==> src/rtl/hmd_pkg.sv <==
package hmd_pkg;
  localparam int CW_W      = 22;
  localparam int OP_LSB    = 0;
  localparam int WB_ALU    = 8;
  localparam int FN_LSB    = 9;
  localparam int CIN_BIT   = 12;
  localparam int LD_LSB    = 13;
  localparam int LD_W      = 6;
  localparam int SEL_LSB   = 19;
  localparam int NREG      = 5;

  typedef enum logic [2:0] {
    ALU_XOR   = 3'b000,
    ALU_OR    = 3'b001,
    ALU_NOTB  = 3'b010,
    ALU_ADD   = 3'b011,
    ALU_PASSA = 3'b100,
    ALU_PASSB = 3'b101,
    ALU_NEGA  = 3'b110,
    ALU_BSUBA = 3'b111
  } alu_fn_e;

  typedef enum logic [2:0] {
    SRC_MEM = 3'b000,
    SRC_A   = 3'b001,
    SRC_B   = 3'b010,
    SRC_C   = 3'b011,
    SRC_D   = 3'b100
  } src_sel_e;
endpackage

==> src/rtl/hmd_alu.sv <==
module hmd_alu #(
  parameter int DW = 8
) (
  input  hmd_pkg::alu_fn_e fn,
  input  logic             cin,
  input  logic [DW-1:0]    x,
  input  logic [DW-1:0]    y,
  output logic [DW-1:0]    res
);
  import hmd_pkg::*;

  always_comb begin
    unique case (fn)
      ALU_XOR:   res = x ^ y;
      ALU_OR:    res = x | y;
      ALU_NOTB:  res = ~y;
      ALU_ADD:   res = x + y + DW'(cin);
      ALU_PASSA: res = x;
      ALU_PASSB: res = y;
      ALU_NEGA:  res = DW'(0) - x;
      ALU_BSUBA: res = y - x;
      default:   res = '0;
    endcase
  end
endmodule

==> src/rtl/hmd_mem.sv <==
module hmd_mem #(
  parameter int DW = 8,
  parameter int AW = 8
) (
  input  logic          clk,
  input  logic          we,
  input  logic [AW-1:0] addr,
  input  logic [DW-1:0] wdata,
  output logic [DW-1:0] rdata
);
  localparam int DEPTH = 1 << AW;

  logic [DW-1:0] store [DEPTH];

  always_ff @(posedge clk) begin
    if (we) store[addr] <= wdata;
  end

  assign rdata = store[addr];
endmodule

==> src/rtl/hmd_regfile.sv <==
module hmd_regfile #(
  parameter int DW = 8,
  parameter int N  = 5
) (
  input  logic                  clk,
  input  logic                  rst,
  input  logic [N-1:0]          ld,
  input  logic [DW-1:0]         wdata,
  output logic [N-1:0][DW-1:0]  q
);
  for (genvar i = 0; i < N; i++) begin : g_reg
    always_ff @(posedge clk) begin
      if (rst)        q[i] <= '0;
      else if (ld[i]) q[i] <= wdata;
    end
  end
endmodule

==> src/rtl/hmd_datapath.sv <==
module hmd_datapath #(
  parameter int DW = 8
) (
  input  logic                   clk,
  input  logic                   rst,
  input  logic [hmd_pkg::CW_W-1:0] cw,
  output logic [DW-1:0]          reg_a,
  output logic [DW-1:0]          reg_b,
  output logic [DW-1:0]          reg_c,
  output logic [DW-1:0]          reg_d,
  output logic [DW-1:0]          reg_h
);
  import hmd_pkg::*;

  localparam int AW = DW;
  localparam int IA = 0, IB = 1, IC = 2, ID = 3, IH = 4;

  logic [DW-1:0]           operand;
  logic                    wb_alu;
  alu_fn_e                 fn;
  logic                    cin;
  logic [LD_W-1:0]         ld;
  logic [2:0]              sel;
  logic [DW-1:0]           mem_rd;
  logic [DW-1:0]           src;
  logic [DW-1:0]           alu_res;
  logic [DW-1:0]           wdata;
  logic [NREG-1:0][DW-1:0] q;

  assign operand = cw[OP_LSB +: DW];
  assign wb_alu  = cw[WB_ALU];
  assign fn      = alu_fn_e'(cw[FN_LSB +: 3]);
  assign cin     = cw[CIN_BIT];
  assign ld      = cw[LD_LSB +: LD_W];
  assign sel     = cw[SEL_LSB +: 3];

  always_comb begin
    case (sel)
      SRC_MEM: src = mem_rd;
      SRC_A:   src = q[IA];
      SRC_B:   src = q[IB];
      SRC_C:   src = q[IC];
      SRC_D:   src = q[ID];
      default: src = '0;
    endcase
  end

  hmd_alu #(.DW(DW)) u_alu (
    .fn  (fn),
    .cin (cin),
    .x   (q[IH]),
    .y   (src),
    .res (alu_res)
  );

  assign wdata = wb_alu ? alu_res : operand;

  hmd_mem #(.DW(DW), .AW(AW)) u_mem (
    .clk   (clk),
    .we    (ld[0] & ~rst),
    .addr  (operand),
    .wdata (wdata),
    .rdata (mem_rd)
  );

  hmd_regfile #(.DW(DW), .N(NREG)) u_regs (
    .clk   (clk),
    .rst   (rst),
    .ld    (ld[LD_W-1:1]),
    .wdata (wdata),
    .q     (q)
  );

  assign reg_a = q[IA];
  assign reg_b = q[IB];
  assign reg_c = q[IC];
  assign reg_d = q[ID];
  assign reg_h = q[IH];
endmodule

==> config.mk <==
export PLATFORM = sky130hd
export DESIGN_NAME = hmd_datapath
export DESIGN_NICKNAME = d
export VERILOG_FILES = /design/src/rtl/hmd_pkg.sv /design/src/rtl/hmd_alu.sv /design/src/rtl/hmd_mem.sv /design/src/rtl/hmd_regfile.sv /design/src/rtl/hmd_datapath.sv
export SDC_FILE = /design/constraint.sdc
export NUM_CORES = 2
export LEC_CHECK = 0
export CORE_ASPECT_RATIO = 0.8
export CORE_MARGIN = 2
export CORE_UTILIZATION = 45
export CTS_BUF_LIST = sky130_fd_sc_hd__clkbuf_16
export CTS_CLUSTER_SIZE = 30
export DETAILED_ROUTE_END_ITERATION = 16
export DONT_BUFFER_PORTS = 1
export PLACE_DENSITY = 0.69
export SLEW_MARGIN = 40
export SYNTH_ARGS = -nofsm -noshare
export SYNTH_HDL_FRONTEND = slang
export SYNTH_SLANG_ARGS = --single-unit
==> constraint.sdc <==
create_clock -name clk -period 32.5 [get_ports clk]
set_input_delay 1.625 -clock clk [delete_from_list [all_inputs] [get_ports clk]]
set_output_delay 1.625 -clock clk [all_outputs]
set_load 0.01 [all_outputs]
==> results.yml <==
cts:
  root_buffer: "clkbuf_16"
  post_cts_resized: 0
  hold_buffers: 0
  htree_levels: 4
  cts_tree: "built"
  clockBufferDepth: 3
  numCtsBuffers: 186
  postCtsSetupBuffers: 0
  cts_sinks: 2088
  worstSkewPairLatency_ps: 830
  cts.clk_slew.worst_paths_ps: 60
drt:
  drtIter0Drc: 7481
  routedWlPerCell_um: 32.4
  vias_per_cell: 6.44
  ant_nets: 0
  vias: 45300
  first_pass_iters: 6
  routed_wl_mm: 227
  drc: 0
global_route:
  overflow: 0
  grt_pass1_wl_mm: 322
  grtUsageTotal_pct: 23.7
  grt_pass1_vias: 42400
  antenna_found_initial: 11
  grt_start_max_net_pins: 691
floorplan:
  core.rowCount: 141
  start_util_pct: 45.4
  die_w_um: 487
  die_height_um: 391
  core_area_um2: 185000
  dieArea_um2: 191000
  ioPinCount: 64
final_layout:
  n_fill_cell: 14600
  fin_util_pct: 50.2
  syn_to_final_growth_pct: 10.5
  stdcell_count: 7023
  layout.nets: 4484
  final_cell_mix: "2,048 x edfxtp_1, 405 x mux2i_1, 348 x mux4_2"
  final_common_cell: "edfxtp_1"
  layout-drive-gt1-share_pct: 22.0
worst_setup_path:
  critical_path_class: "in2reg"
  slowest_stage: "buf_16"
  crit_required_ps: 33090
  cp_common_cell: "buf_16"
  critical_path_arrival_ps: 10610
  start_kind: "primary input"
  endpoint_kind: "flop"
  max_stage_delay_ps: 750
  cp_max_fo: 167
timing:
  setup_viol: 0
  hold_ws_ps: 564
  worst_pin_slew_ps: 1170
  fin_crit_sh_pct: 30.8
  rsz0062_at_grt: "no"
  clock_skew_ps: 34.4
  hold_viol: 0
  tns_ps: 0
  fmax_ghz: 0.0998
  slew_viol_final: 0
  slew_headroom_pct: 22.3
  period_needed_ps: 10020
placed_design:
  port_buffers: 0
  gp_congestion: 0.878
  placedCellCount: 6668
  place_hpwl_mm: 135
run_status:
  outcome: "finished clean"
logic_synthesis:
  ys_seq_area_share_pct: 74.0
  synth_top_area_share_pct: 73.1
  syn_avg_cell_area_um2: 18.9
  synth-main-ff-cell: "edfxtp_1"
  ys_warn_count: 0
  async_flop_share_pct: 0
  syn_inst: 4450
  synth_edf_count: 2048
  synth-seq-cells: 2088
  ys_types: 94
  synth_area_leaders: "edfxtp_1 73%, mux4_2 9.3%, mux2i_1 4.8%"
  syn-num-nets: 4497
  syn-cell-area_um2: 84200
  yosysTopAreaCell: "edfxtp_1"
pwr:
  power_leakage_nw: 29.3
  peakVddDrop_v: 0.0000461
  p_per_area_nw_per_um2: 60.1
run:
  maxCapViolCount: 0
hold_path:
  hold_class: "reg2reg"
sequential cells by signal, indices dropped and copies added (netlist names):
register and cells:
u_regs.q 40, u_mem.store 2048
kinds of logic after synthesis:
logic type,synth area share (%)
XOR/XNOR,0.0520
flip-flops,74.0
buffers and inverters,2.46
adder cells (fa/ha/maj),0.351
AO/OA/AOI/OAI,4.57
AND/OR/NAND/NOR,3.78
multiplexers,14.7
critical path: cells and delay by family:
family                   cells  cell delay, ps
XOR/XNOR                     1             180
buffers and inverters        8            3460
AND/OR/NAND/NOR              6            1540
multiplexers                 1             650
adder cells (fa/ha/maj)      1             280
AO/OA/AOI/OAI                9            2350
final cells by class:
| type | instances | area, um2 | share of cell area (%) |
|---|---|---|---|
| tap | 2431 | 3040 | 3.27 |
| antenna | 4 | 10.0 | 0.0108 |
| inverter | 41 | 174 | 0.187 |
| timing repair buffer | 87 | 1010 | 1.09 |
| clock inverter | 148 | 1080 | 1.16 |
| multi-input combinational | 2033 | 20600 | 22.1 |
| sequential | 2088 | 62300 | 67.0 |
| clock buffer | 191 | 4780 | 5.14 |
cell usage after synthesis (7+ instances only):
| cell type | n |
|---|---|
| edfxtp_1 | 2048 |
| mux2i_1 | 406 |
| mux4_2 | 348 |
| nor2_1 | 335 |
| a22oi_1 | 200 |
| nand2_1 | 116 |
| clkbuf_1 | 97 |
| a21oi_1 | 84 |
| nand3_1 | 81 |
| buf_4 | 56 |
| buf_6 | 51 |
| buf_2 | 49 |
| dfxtp_1 | 40 |
| nor3_1 | 37 |
| inv_1 | 36 |
| o22ai_1 | 33 |
| o21ai_0 | 25 |
| a311oi_1 | 23 |
| ha_1 | 22 |
| nand4_1 | 22 |
| buf_1 | 18 |
| a31oi_1 | 17 |
| mux2_2 | 17 |
| nand2b_1 | 17 |
| a211oi_1 | 16 |
| nor2b_1 | 14 |
| a41oi_1 | 13 |
| mux4_1 | 12 |
| or3_1 | 12 |
| and3_1 | 11 |
| nor4_1 | 10 |
| and2_1 | 9 |
| a2111oi_0 | 8 |
| o21a_1 | 8 |
| a211oi_2 | 7 |
| a221oi_1 | 7 |
| o211ai_1 | 7 |
power breakdown:
| part | leakage (nW) | switching, mW | internal [mW] |
|---|---|---|---|
| clock | 3.02 | 0.978 | 1.17 |
| combinational | 7.53 | 0.276 | 0.115 |
| sequential | 18.8 | 0.00952 | 3.04 |
stage by stage:
stage | power [mW] | area [um2] | setup WS [ps]
after floorplan | 3.39 | 84200 | 18220
after global placement | 3.44 | 85900 | 22270
after detailed placement | 3.46 | 86600 | 22960
after CTS | 5.57 | 92400 | 23820
after global routing | 5.73 | 93000 | 22030
final | 5.59 | 93000 | 22480
routing by layer:
layer,up-vias,GRT usage (%),share of wire [%]
met4,10,7.58,3.3
met3,429,6.68,13
met2,3159,32.7,43
li1,18200,-,-
met1,23500,36.0,41
met5,-,0,0.027
worst paths after layout:
path / end / start / depth (start not counted) / slack [ps]
min reg2reg: u_regs.q[39] / u_regs.q[39] / 2 / 560
max: u_mem.store[23][7] / cw[1] / 26 / 22480
max reg2reg: u_mem.store[23][7] / u_mem.store[62][1] / 23 / 25200
min: u_regs.q[39] / u_regs.q[39] / 2 / 560
(Power assumes the default switching activity.)
